==> src/rtl/modred_pkg.sv <==
package modred_pkg;

    typedef enum logic [1:0] {
        B_ZERO  = 2'b00,
        B_PLUS  = 2'b01,
        B_MINUS = 2'b11
    } red_sign_e;

    typedef enum logic {
        FIELD_PRIME  = 1'b0,
        FIELD_BINARY = 1'b1
    } field_e;

    // Sign that cancels the accumulator: negative Z takes +N, positive Z takes -N.
    function automatic red_sign_e cancel_sign(input logic z_negative);
        return z_negative ? B_PLUS : B_MINUS;
    endfunction

    function automatic int max_int(input int a, input int b);
        return (a > b) ? a : b;
    endfunction

endpackage

==> src/rtl/modred_lead1.sv <==
module modred_lead1 #(
    parameter int W  = 16,
    localparam int PW = (W > 1) ? $clog2(W) : 1
) (
    input  logic [W-1:0]  vec,
    output logic [PW-1:0] pos,
    output logic          any
);
    always_comb begin
        pos = '0;
        any = |vec;
        for (int i = 0; i < W; i++) begin
            if (vec[i]) pos = PW'(i);
        end
    end
endmodule

==> src/rtl/modred_bracket.sv <==
module modred_bracket
    import modred_pkg::*;
#(
    parameter int ZW     = 24,
    parameter int NW     = 20,
    parameter int SI_MIN = -8,
    parameter int SI_MAX = 8,
    parameter int SIW    = 5,
    localparam int NK    = SI_MAX - SI_MIN + 1,
    localparam int SHMAX = max_int(SI_MAX, -SI_MIN),
    localparam int CW    = max_int(ZW, NW) + 3 + SHMAX
) (
    input  logic [ZW-1:0]         mag,
    input  logic [NW-1:0]         modulus,
    output logic [NK-1:0]         hit,
    output logic                  found,
    output logic                  too_big,
    output logic signed [SIW-1:0] si
);
    logic [CW-1:0] t3, n2, n4;

    assign t3 = (CW'(mag) << 1) + CW'(mag);
    assign n2 = CW'(modulus) << 1;
    assign n4 = CW'(modulus) << 2;

    // One comparator pair per candidate shift, all evaluated at once.
    for (genvar i = 0; i < NK; i++) begin : g_k
        localparam int K = SI_MIN + i;
        if (K >= 0) begin : g_up
            assign hit[i] = (n2 < (t3 << K)) && ((t3 << K) <= n4);
        end else begin : g_dn
            assign hit[i] = ((n2 << (-K)) < t3) && (t3 <= (n4 << (-K)));
        end
    end

    if (SI_MIN >= 0) begin : g_big_up
        assign too_big = (t3 << SI_MIN) > n4;
    end else begin : g_big_dn
        assign too_big = t3 > (n4 << (-SI_MIN));
    end

    assign found = |hit;

    always_comb begin
        int acc;
        acc = SI_MIN;
        for (int i = 0; i < NK; i++) begin
            if (hit[i]) acc = SI_MIN + i;
        end
        si = SIW'(acc);
    end
endmodule

==> src/rtl/modred_degree.sv <==
module modred_degree #(
    parameter int ZW     = 24,
    parameter int NW     = 20,
    parameter int SI_MIN = -8,
    parameter int SI_MAX = 8,
    parameter int SIW    = 5,
    localparam int PZ    = (ZW > 1) ? $clog2(ZW) : 1,
    localparam int PN    = (NW > 1) ? $clog2(NW) : 1
) (
    input  logic [ZW-1:0]         zpoly,
    input  logic [NW-1:0]         npoly,
    output logic signed [SIW-1:0] si,
    output logic                  sat
);
    logic [PZ-1:0] z_deg;
    logic [PN-1:0] n_deg;
    logic          z_any, n_any;

    modred_lead1 #(.W(ZW)) u_zdeg (.vec(zpoly), .pos(z_deg), .any(z_any));
    modred_lead1 #(.W(NW)) u_ndeg (.vec(npoly), .pos(n_deg), .any(n_any));

    always_comb begin
        int diff;
        diff = int'(n_deg) - int'(z_deg);
        sat  = 1'b1;
        if (!n_any) begin
            si = SIW'(SI_MIN);
        end else if (!z_any || diff > SI_MAX) begin
            si = SIW'(SI_MAX);
        end else if (diff < SI_MIN) begin
            si = SIW'(SI_MIN);
        end else begin
            si  = SIW'(diff);
            sat = 1'b0;
        end
    end
endmodule

==> src/rtl/modred_select.sv <==
module modred_select
    import modred_pkg::*;
#(
    parameter int ZW     = 24,
    parameter int NW     = 20,
    parameter int SZW    = 5,
    parameter int SI_MIN = -8,
    parameter int SI_MAX = 8,
    localparam int NK    = SI_MAX - SI_MIN + 1,
    localparam int SIW   = $clog2(max_int(SI_MAX, -SI_MIN) + 1) + 1,
    localparam int SNW   = max_int(SZW + 1, SIW) + 1
) (
    input  logic                  clk,
    input  logic                  rst,
    input  logic                  in_valid,
    input  logic [ZW-1:0]         in_z,
    input  logic [NW-1:0]         in_n,
    input  logic [SZW-1:0]        in_sz,
    input  logic                  in_binary,
    output logic                  out_valid,
    output logic [1:0]            out_b,
    output logic signed [SIW-1:0] out_si,
    output logic signed [SNW-1:0] out_sn,
    output logic                  out_sat
);
    typedef struct packed {
        logic                  vld;
        red_sign_e             b;
        logic signed [SIW-1:0] si;
        logic signed [SNW-1:0] sn;
        logic                  sat;
    } result_t;

    // Stage 1: capture the request.
    logic           s1_vld;
    logic [ZW-1:0]  s1_z;
    logic [NW-1:0]  s1_n;
    logic [SZW-1:0] s1_sz;
    field_e         s1_field;

    always_ff @(posedge clk) begin
        if (rst) begin
            s1_vld   <= 1'b0;
            s1_z     <= '0;
            s1_n     <= '0;
            s1_sz    <= '0;
            s1_field <= FIELD_PRIME;
        end else begin
            s1_vld   <= in_valid;
            s1_z     <= in_z;
            s1_n     <= in_n;
            s1_sz    <= in_sz;
            s1_field <= field_e'(in_binary);
        end
    end

    logic [ZW-1:0] mag;
    assign mag = s1_z[ZW-1] ? (~s1_z + 1'b1) : s1_z;

    logic [NK-1:0]         br_hit;
    logic                  br_found, br_too_big;
    logic signed [SIW-1:0] br_si;

    modred_bracket #(
        .ZW(ZW), .NW(NW), .SI_MIN(SI_MIN), .SI_MAX(SI_MAX), .SIW(SIW)
    ) u_bracket (
        .mag(mag), .modulus(s1_n), .hit(br_hit), .found(br_found),
        .too_big(br_too_big), .si(br_si)
    );

    logic signed [SIW-1:0] dg_si;
    logic                  dg_sat;

    modred_degree #(
        .ZW(ZW), .NW(NW), .SI_MIN(SI_MIN), .SI_MAX(SI_MAX), .SIW(SIW)
    ) u_degree (
        .zpoly(s1_z), .npoly(s1_n), .si(dg_si), .sat(dg_sat)
    );

    // Stage 2: merge mode, zero case and saturation; sN is formed here too.
    result_t nxt, res;

    always_comb begin
        nxt     = '0;
        nxt.vld = s1_vld;
        if (s1_z == '0) begin
            nxt.b   = B_ZERO;
            nxt.si  = '0;
            nxt.sat = 1'b0;
        end else if (s1_field == FIELD_BINARY) begin
            nxt.si  = dg_si;
            nxt.sat = dg_sat;
            nxt.b   = dg_sat ? B_ZERO : B_PLUS;
        end else if (br_found) begin
            nxt.si  = br_si;
            nxt.sat = 1'b0;
            nxt.b   = cancel_sign(s1_z[ZW-1]);
        end else begin
            nxt.si  = br_too_big ? SIW'(SI_MIN) : SIW'(SI_MAX);
            nxt.sat = 1'b1;
            nxt.b   = B_ZERO;
        end
        nxt.sn = $signed({{(SNW-SZW){1'b0}}, s1_sz})
               - $signed({{(SNW-SIW){nxt.si[SIW-1]}}, nxt.si});
    end

    always_ff @(posedge clk) begin
        if (rst) res <= '0;
        else     res <= nxt;
    end

    assign out_valid = res.vld;
    assign out_b     = res.b;
    assign out_si    = res.si;
    assign out_sn    = res.sn;
    assign out_sat   = res.sat;

    // at most one candidate shift can bracket the magnitude.
    a_r1_unique_bracket: assert property (@(posedge clk) disable iff (rst)
        s1_vld |-> $onehot0(br_hit));

    // in-range prime result cancels the sign of Z.
    a_r2_sign_cancels: assert property (@(posedge clk) disable iff (rst)
        (s1_vld && s1_field == FIELD_PRIME && s1_z != '0 && br_found)
        |=> (out_b == ($past(s1_z[ZW-1]) ? 2'b01 : 2'b11)));

    // the two shifts always sum to the incoming multiplication shift.
    a_r3_shift_sum: assert property (@(posedge clk) disable iff (rst)
        out_valid |-> ((out_sn + SNW'(out_si)) == SNW'($past(s1_sz))));

    // fixed two-cycle latency.
    a_r4_latency: assert property (@(posedge clk) disable iff (rst)
        in_valid |-> ##2 out_valid);

    // zero accumulator requests nothing.
    a_r5_zero_idle: assert property (@(posedge clk) disable iff (rst)
        (s1_vld && s1_z == '0) |=> (out_b == 2'b00 && !out_sat && out_si == '0));

    // a clamped shift sits on a window edge and never reduces.
    a_r6_sat_edge: assert property (@(posedge clk) disable iff (rst)
        (out_valid && out_sat) |-> (out_b == 2'b00 &&
            (out_si == SIW'(SI_MIN) || out_si == SIW'(SI_MAX))));

    // binary mode with a zero modulus clamps low.
    a_r8_binary_zero_mod: assert property (@(posedge clk) disable iff (rst)
        (s1_vld && s1_field == FIELD_BINARY && s1_z != '0 && s1_n == '0)
        |=> (out_sat && out_si == SIW'(SI_MIN)));

endmodule

==> config.mk <==
export PLATFORM = sky130hd
export DESIGN_NAME = modred_select
export DESIGN_NICKNAME = d
export VERILOG_FILES = /design/src/rtl/modred_pkg.sv /design/src/rtl/modred_lead1.sv /design/src/rtl/modred_bracket.sv /design/src/rtl/modred_degree.sv /design/src/rtl/modred_select.sv
export SDC_FILE = /design/constraint.sdc
export NUM_CORES = 1
export LEC_CHECK = 0
export BUFFER_PORTS_ARGS = -buffer_cell sky130_fd_sc_hd__buf_2
export CAP_MARGIN = 0
export CORE_MARGIN = 2
export CORE_UTILIZATION = 33
export CTS_CLUSTER_DIAMETER = 60
export DETAILED_ROUTE_END_ITERATION = 7
export GPL_TIMING_DRIVEN = 0
export PLACE_DENSITY = 0.5
export SETUP_SLACK_MARGIN = 0.2
export SLEW_MARGIN = 15
export SYNTH_ARGS = -nofsm -noshare
export SYNTH_HDL_FRONTEND = slang
export SYNTH_SLANG_ARGS = --single-unit
==> constraint.sdc <==
create_clock -name clk -period 10.8 [get_ports clk]
set_clock_uncertainty 0.05 [all_clocks]
set_input_delay 3.24 -clock clk [delete_from_list [all_inputs] [get_ports clk]]
set_output_delay 3.24 -clock clk [all_outputs]
set_load 0.03 [all_outputs]
Word-level counts from Yosys, hierarchy flattened:

Cells that the tools add are included.

* input bits: 53
* output and inout port bits: 16
* logic and storage cells: 149
* register bits: 67

* reductions and logical operators: 24
* bitwise logic cells: 1
* multiplexer cells: 73
* add/subtract/negate cells: 4
* order comparisons: 37

Operators with widths (number)
* $le A35 B22 Y1: 9
* $lt A21 B35 Y1: 9
* $mux W5: 59
* $gt A35 B30 Y1: 1
* $le A35 B23 Y1: 1
* $le A35 B24 Y1: 1
* $le A35 B25 Y1: 1
* $le A35 B26 Y1: 1
* $le A35 B27 Y1: 1
* $le A35 B28 Y1: 1
* $le A35 B29 Y1: 1
* $le A35 B30 Y1: 1
* $lt A22 B35 Y1: 1
* $lt A23 B35 Y1: 1
* $lt A24 B35 Y1: 1
* $lt A25 B35 Y1: 1
* $lt A26 B35 Y1: 1
* $lt A27 B35 Y1: 1
* $lt A28 B35 Y1: 1
* $lt A29 B35 Y1: 1
* $gt A32 B5 Y1 const B: 1
* $lt A32 B4 Y1 const B: 1
* $add A25 B24 Y26: 1
* $add A24 B1 Y24 const B: 1
* 15 further kinds: 41

Longest topological paths before layout:

* depth in word-level cells: 32
* gate-level depth with buffers: 44
* depth with buffers taken out: 41

Hierarchy:

From an unflattened synthesis, not the netlist that was laid out.

* cell total of the unflattened synthesis: 1917
* area, all modules: 16002.8 sq um

By module, submodules not included
* modred_bracket: area each 12619.6 sq um, times used 1, seq. area each 0.0 sq um, cells an instance 1538
* modred_select: area each 2637.5 sq um, times used 1, seq. area each 1341.3 sq um, cells an instance 256
* modred_lead1 at u_degree.u_zdeg: area each 272.8 sq um, times used 1, seq. area each 0.0 sq um, cells an instance 48
* modred_degree: area each 266.5 sq um, times used 1, seq. area each 0.0 sq um, cells an instance 37
* modred_lead1 at u_degree.u_ndeg: area each 206.4 sq um, times used 1, seq. area each 0.0 sq um, cells an instance 38

Worst setup path after synthesis:

Ideal clock, no wire load.

* kind: register to register
* start: register s1_z[0]
* end: register res, in the netlist out_sn[6]
* cell stages (with the launch flop): 41
* period minus slack after synthesis: 8.715 ns
* path buffers: 2
* slack: 2.085 ns
* arrival: 8.594 ns
* setup time: 0.071 ns
* data required time: 10.679 ns
* cell sequence: dfxtp_1 -> clkbuf_1 -> inv_1 -> ha_1 -> buf_2 -> nor2b_1 -> xnor2_1 -> inv_1 -> ha_1 -> a21oi_1 -> a21oi_1 -> o32ai_1 -> o311ai_2 -> o21ai_0 -> xnor2_1 -> nor2_1 -> nor2_1 -> inv_1 -> (+5 left out) -> o21ai_0 -> a31oi_1 -> o32ai_1 -> nor3_1 -> a22oi_1 -> o21a_1 -> a21o_1 -> o31ai_1 -> nor3_1 -> a21o_1 -> o32ai_1 -> nand2_1 -> fa_1 -> a21o_1 -> a21o_1 -> a21o_1 -> a21o_1 -> a21oi_1

* word-level cells in the longest chain between the ends: 26
* elaborated cells between the ends (all ways): 84
* classes of those cells: add/sub: 3; order compare: 35; mux: 23; bitwise: 1; reduce/logical: 22

Ends and longest elaborated chain
* start: declaration: RTL line modred_select.sv:36 `logic [ZW-1:0] s1_z;`
* start signal: assignment: RTL line modred_select.sv:50 `s1_z <= in_z;`
* $not A24 Y24: RTL line modred_select.sv:58 `assign mag = s1_z[ZW-1] ? (~s1_z + 1'b1) : s1_z;`
* $add A24 B1 Y24: RTL line modred_select.sv:58
* $mux W24: RTL line modred_select.sv:58
* $add A25 B24 Y26: RTL line modred_bracket.sv:22 `assign t3 = (CW'(mag) << 1) + CW'(mag);`
* $lt A28 B35 Y1 / $le A35 B29 Y1 (equally long branches): RTL line modred_bracket.sv:32 `assign hit[i] = ((n2 << (-K)) < t3) && (t3 <= (n4 << (-K)));`
* $logic_and A1 B1 Y1: RTL line modred_bracket.sv:32
* $mux W1: RTL line modred_bracket.sv:48 `if (hit[i]) acc = SI_MIN + i;`
* $mux W2: RTL line modred_bracket.sv:48
* $mux W5 (14 in series): RTL line modred_bracket.sv:48
* $mux W7: RTL line modred_select.sv:94 `end else if (br_found) begin`
* $mux W7: RTL line modred_select.sv:90 `end else if (s1_field == FIELD_BINARY) begin`
* $mux W5 *: RTL line modred_select.sv:86 `if (s1_z == '0) begin`
* $sub A6 B5 Y7 *: RTL line modred_select.sv:104 `- $signed({{(SNW-SIW){nxt.si[SIW-1]}}, nxt.si});`
* end signal: assignment: RTL line modred_select.sv:109 `else res <= nxt;`
* end: declaration: RTL line modred_select.sv:81 `result_t nxt, res;`

Mark *: on every way between the ends. The rest lies on a longest branch, timed or not.
A chain may end at the register's enable or synchronous reset.

Final worst setup path:

Ends and elaborated chain as after synthesis.

==> metrics.txt <==
total negative slack 0 ns; crit path time final 10.19 ns; Worst-Skew Late Latency 0.36 ns; Worst path most repeated cell a21o_1; clock network power share 11.5%; Initial DRC Count 1358; CP peak stage delay 0.55 ns; CP required 11.02 ns; post-synth net total 2509; Area after DPL 17500 µm²; period utilization 94.3%; async set-reset flop share out of synthesis 0%; CTS Buffer Depth 2; sequential fraction of the synthesis area 8.35%; first-pass GRT wire length 102000 µm; WHS Endpoint out_valid$_SDFF_PP0_; Seq pwr share 11.3%; hold violation count in the final report 0; Logic pwr share 77.2%; Primary FF master, synth dfxtp_1; status finished, final reports clean; mapped cell area 16100 µm²; largest net degree at the start of global routing 23; Routed WL per cell 25.4 µm; fraction of layout cells with a size suffix above 1 11.2%; GR Util All Layers 27.1%; cells after synthesis 1993; R2R cell count 40; DR vias/cell 6.10; most frequent cell after synthesis ha_1; Clock transition at path regs 0.06 ns; Final setup viols 0; initial core utilization 33.6%; Worst Hold Class flop to flop; CTS tree built; Area Overhead vs Synth 14.3%; Die Wd 225 µm; total gr overflow 0; Final GP Congestion 0.955; RSZ-0062 raised after global routing no; flop2flop setup slack 0.61 ns; DR pass1 iterations 5; Hold Startpoint s1_vld$_SDFF_PP0_; VDD IR-drop max 0.148 mV; H-tree depth 3; sw frac 54.3%; chip height 225 µm; power per cell area 158 nW/µm²; share of the synthesized area in the top cell type 35.8%; Post-synth EDFFs 0; Site Rows 80; synthesis warning total 0; switching pwr 1.58 mW; residual DRC count 0; Total Power 2.91 mW; vias in the first global route 16204; leakage 8.63 nW; Critical R2R Launch s1_z[0]$_SDFF_PP0_; CP arrival 10.41 ns; Inserted Clock Buffers 9; post-route ant nets 0; area leader, netlist ha_1; Cell variety after synth 98; fin. max-slew vios 0; number of synthesized register bits 67; initial antenna violation count 2; slowest library cell on the worst path or3b_2; Worst Tran Pin Value 1.29 ns; CTS sink count 67; Max-slew headroom 13.9%; I/O Pins 69; most frequent cells after synthesis ha_1 (460), a21oi_1 (159), o21ai_0 (123); drt total wl 69300 µm; Power Internal 1.33 mW; Core Box Area 47800 µm²; Fmax 98.2 MHz; Worst setup EP type flop; die footprint 50500 µm²; critical path startpoint category flop; worst-path fanout max 10; root buf cell clkbuf_16; input/output buffers 67; Syn Area/Cell 8.06 µm²; design area 18400 µm²; Final Net Count 2630; DPL Wire Length 50200 µm; critical path class flop to flop; hold path depth 1; routed vias 16681; R2R Path End out_sn[6]$_SDFF_PP0_; top cells by area, synth ha_1 (36%), dfxtp_1 (8.3%), a21oi_1 (5.0%); Max Cap Viol 0
stage by stage:
stage          cells  worst slack, ns  utilization (%)  hold slack [ns]
2_1_floorplan   1993             2.08                -            0.364
3_3_place_gp    2675            -2.92             35.9            0.373
3_5_place_dp    2688            -2.51             36.6            0.376
4_1_cts         2718            0.210             37.8            0.398
5_1_grt         2734            0.166             38.4            0.415
6_report        2735            0.614             38.4            0.389
placed cells by master, fill, tap and decap left out, types with 7 or more instances in the layout:
| cell | instances |
|---|---|
| buf_2 | 76 |
| and2_1 | 12 |
| dfxtp_1 | 60 |
| mux2i_1 | 8 |
| or4_1 | 11 |
| o21ai_1 | 8 |
| nor2_1 | 88 |
| o21bai_1 | 8 |
| a2111oi_0 | 11 |
| nor3_1 | 48 |
| a21o_1 | 102 |
| nand3_1 | 56 |
| buf_4 | 32 |
| nand2_1 | 95 |
| a211oi_1 | 29 |
| a21oi_1 | 155 |
| o31ai_1 | 7 |
| o211ai_1 | 20 |
| and3_1 | 15 |
| o21ai_0 | 120 |
| and4_1 | 9 |
| o22ai_1 | 9 |
| ha_1 | 460 |
| clkbuf_16 | 9 |
| nor2b_1 | 94 |
| nand2b_1 | 22 |
| nor4_1 | 21 |
| a31oi_1 | 23 |
| clkbuf_1 | 33 |
| inv_1 | 84 |
| nand4_1 | 42 |
| or3_1 | 12 |
| o31a_1 | 12 |
| clkinvlp_4 | 8 |
| xnor2_1 | 24 |
| o21a_1 | 61 |
cell type report:
cell class                 count  area, µm²
tap                          615        769
inverter                      95        387
fill                        4922      29500
clock buffer                   9        225
buffer                        48        204
antenna                        1       2.50
sequential                    67       1350
timing repair buffer         110        776
clock inverter                 7        106
multi-input combinational   1783      14500
critical path: cells and delay by family (launching register included):
family / cells / cell delay [ns]
xor gates and xnor gates: 2 / 0.39
DFF: 1 / 0.43
adders and majority gates: 4 / 1.35
buffers and inverters: 5 / 0.96
AOI/OAI and AO/OA: 23 / 5.35
and+or+nand+nor: 6 / 1.54
worst max-delay path by stage:
stage / start / end / slack [ns] / depth (start not counted)
2_1_floorplan: s1_z[0]$_SDFF_PP0_ / out_sn[6]$_SDFF_PP0_ / 2.08 / 40
3_3_place_gp: s1_z[0]$_SDFF_PP0_ / out_sn[6]$_SDFF_PP0_ / -2.92 / 37
3_5_place_dp: s1_z[0]$_SDFF_PP0_ / out_sn[6]$_SDFF_PP0_ / -2.51 / 40
4_1_cts: s1_z[0]$_SDFF_PP0_ / out_sn[6]$_SDFF_PP0_ / 0.21 / 44
5_1_grt: s1_z[0]$_SDFF_PP0_ / out_sn[6]$_SDFF_PP0_ / 0.17 / 43
6_report: s1_z[0]$_SDFF_PP0_ / out_sn[6]$_SDFF_PP0_ / 0.61 / 40
power by group through the flow:
stage          logic (mW)  clock network (mW)  registers [mW]
3_3_place_gp         1.98                   0           0.333
3_5_place_dp         2.08                   0           0.330
5_1_grt              2.46               0.353           0.330
2_1_floorplan        1.34                   0           0.348
4_1_cts              2.15               0.342           0.326
6_report             2.25               0.334           0.328
cell families after synthesis:
family / after synthesis / share of synthesized area (%)
muxes: 13 / 0.841
and+or+nand+nor: 574 / 19.4
AOI/OAI and AO/OA: 678 / 28.4
DFF: 67 / 8.35
buffers and inverters: 143 / 3.43
xor gates and xnor gates: 49 / 3.07
adders and majority gates: 469 / 36.6
flip-flops by register name (all words and copies together) (netlist names):
| register | count |
|---|---|
| s1_z | 24 |
| s1_n | 20 |
| out_sn | 7 |
| out_si | 5 |
| s1_sz | 5 |
| out_b | 2 |
| out_sat | 1 |
| out_valid | 1 |
| s1_field | 1 |
| s1_vld | 1 |
layer usage:
| layer | GRT usage, % | share of wire, % | vias up | routed length (µm) |
|---|---|---|---|---|
| li1 | - | - | 7829 | - |
| met1 | 36.5 | 44 | 8048 | 30600 |
| met2 | 43.2 | 44 | 677 | 30700 |
| met3 | 4.13 | 7.7 | 127 | 5360 |
| met4 | 10.6 | 3.9 | 0 | 2720 |
| met5 | 0 | 0 | - | 0 |
what timing repair did:
item	in CTS	in global routing
setup endpoints to repair	15	6
gates resized for setup	32	33
setup buffers	14	16
pin swaps	3	4
hold buffers	0	0
Power figures use the tool's default switching activity.
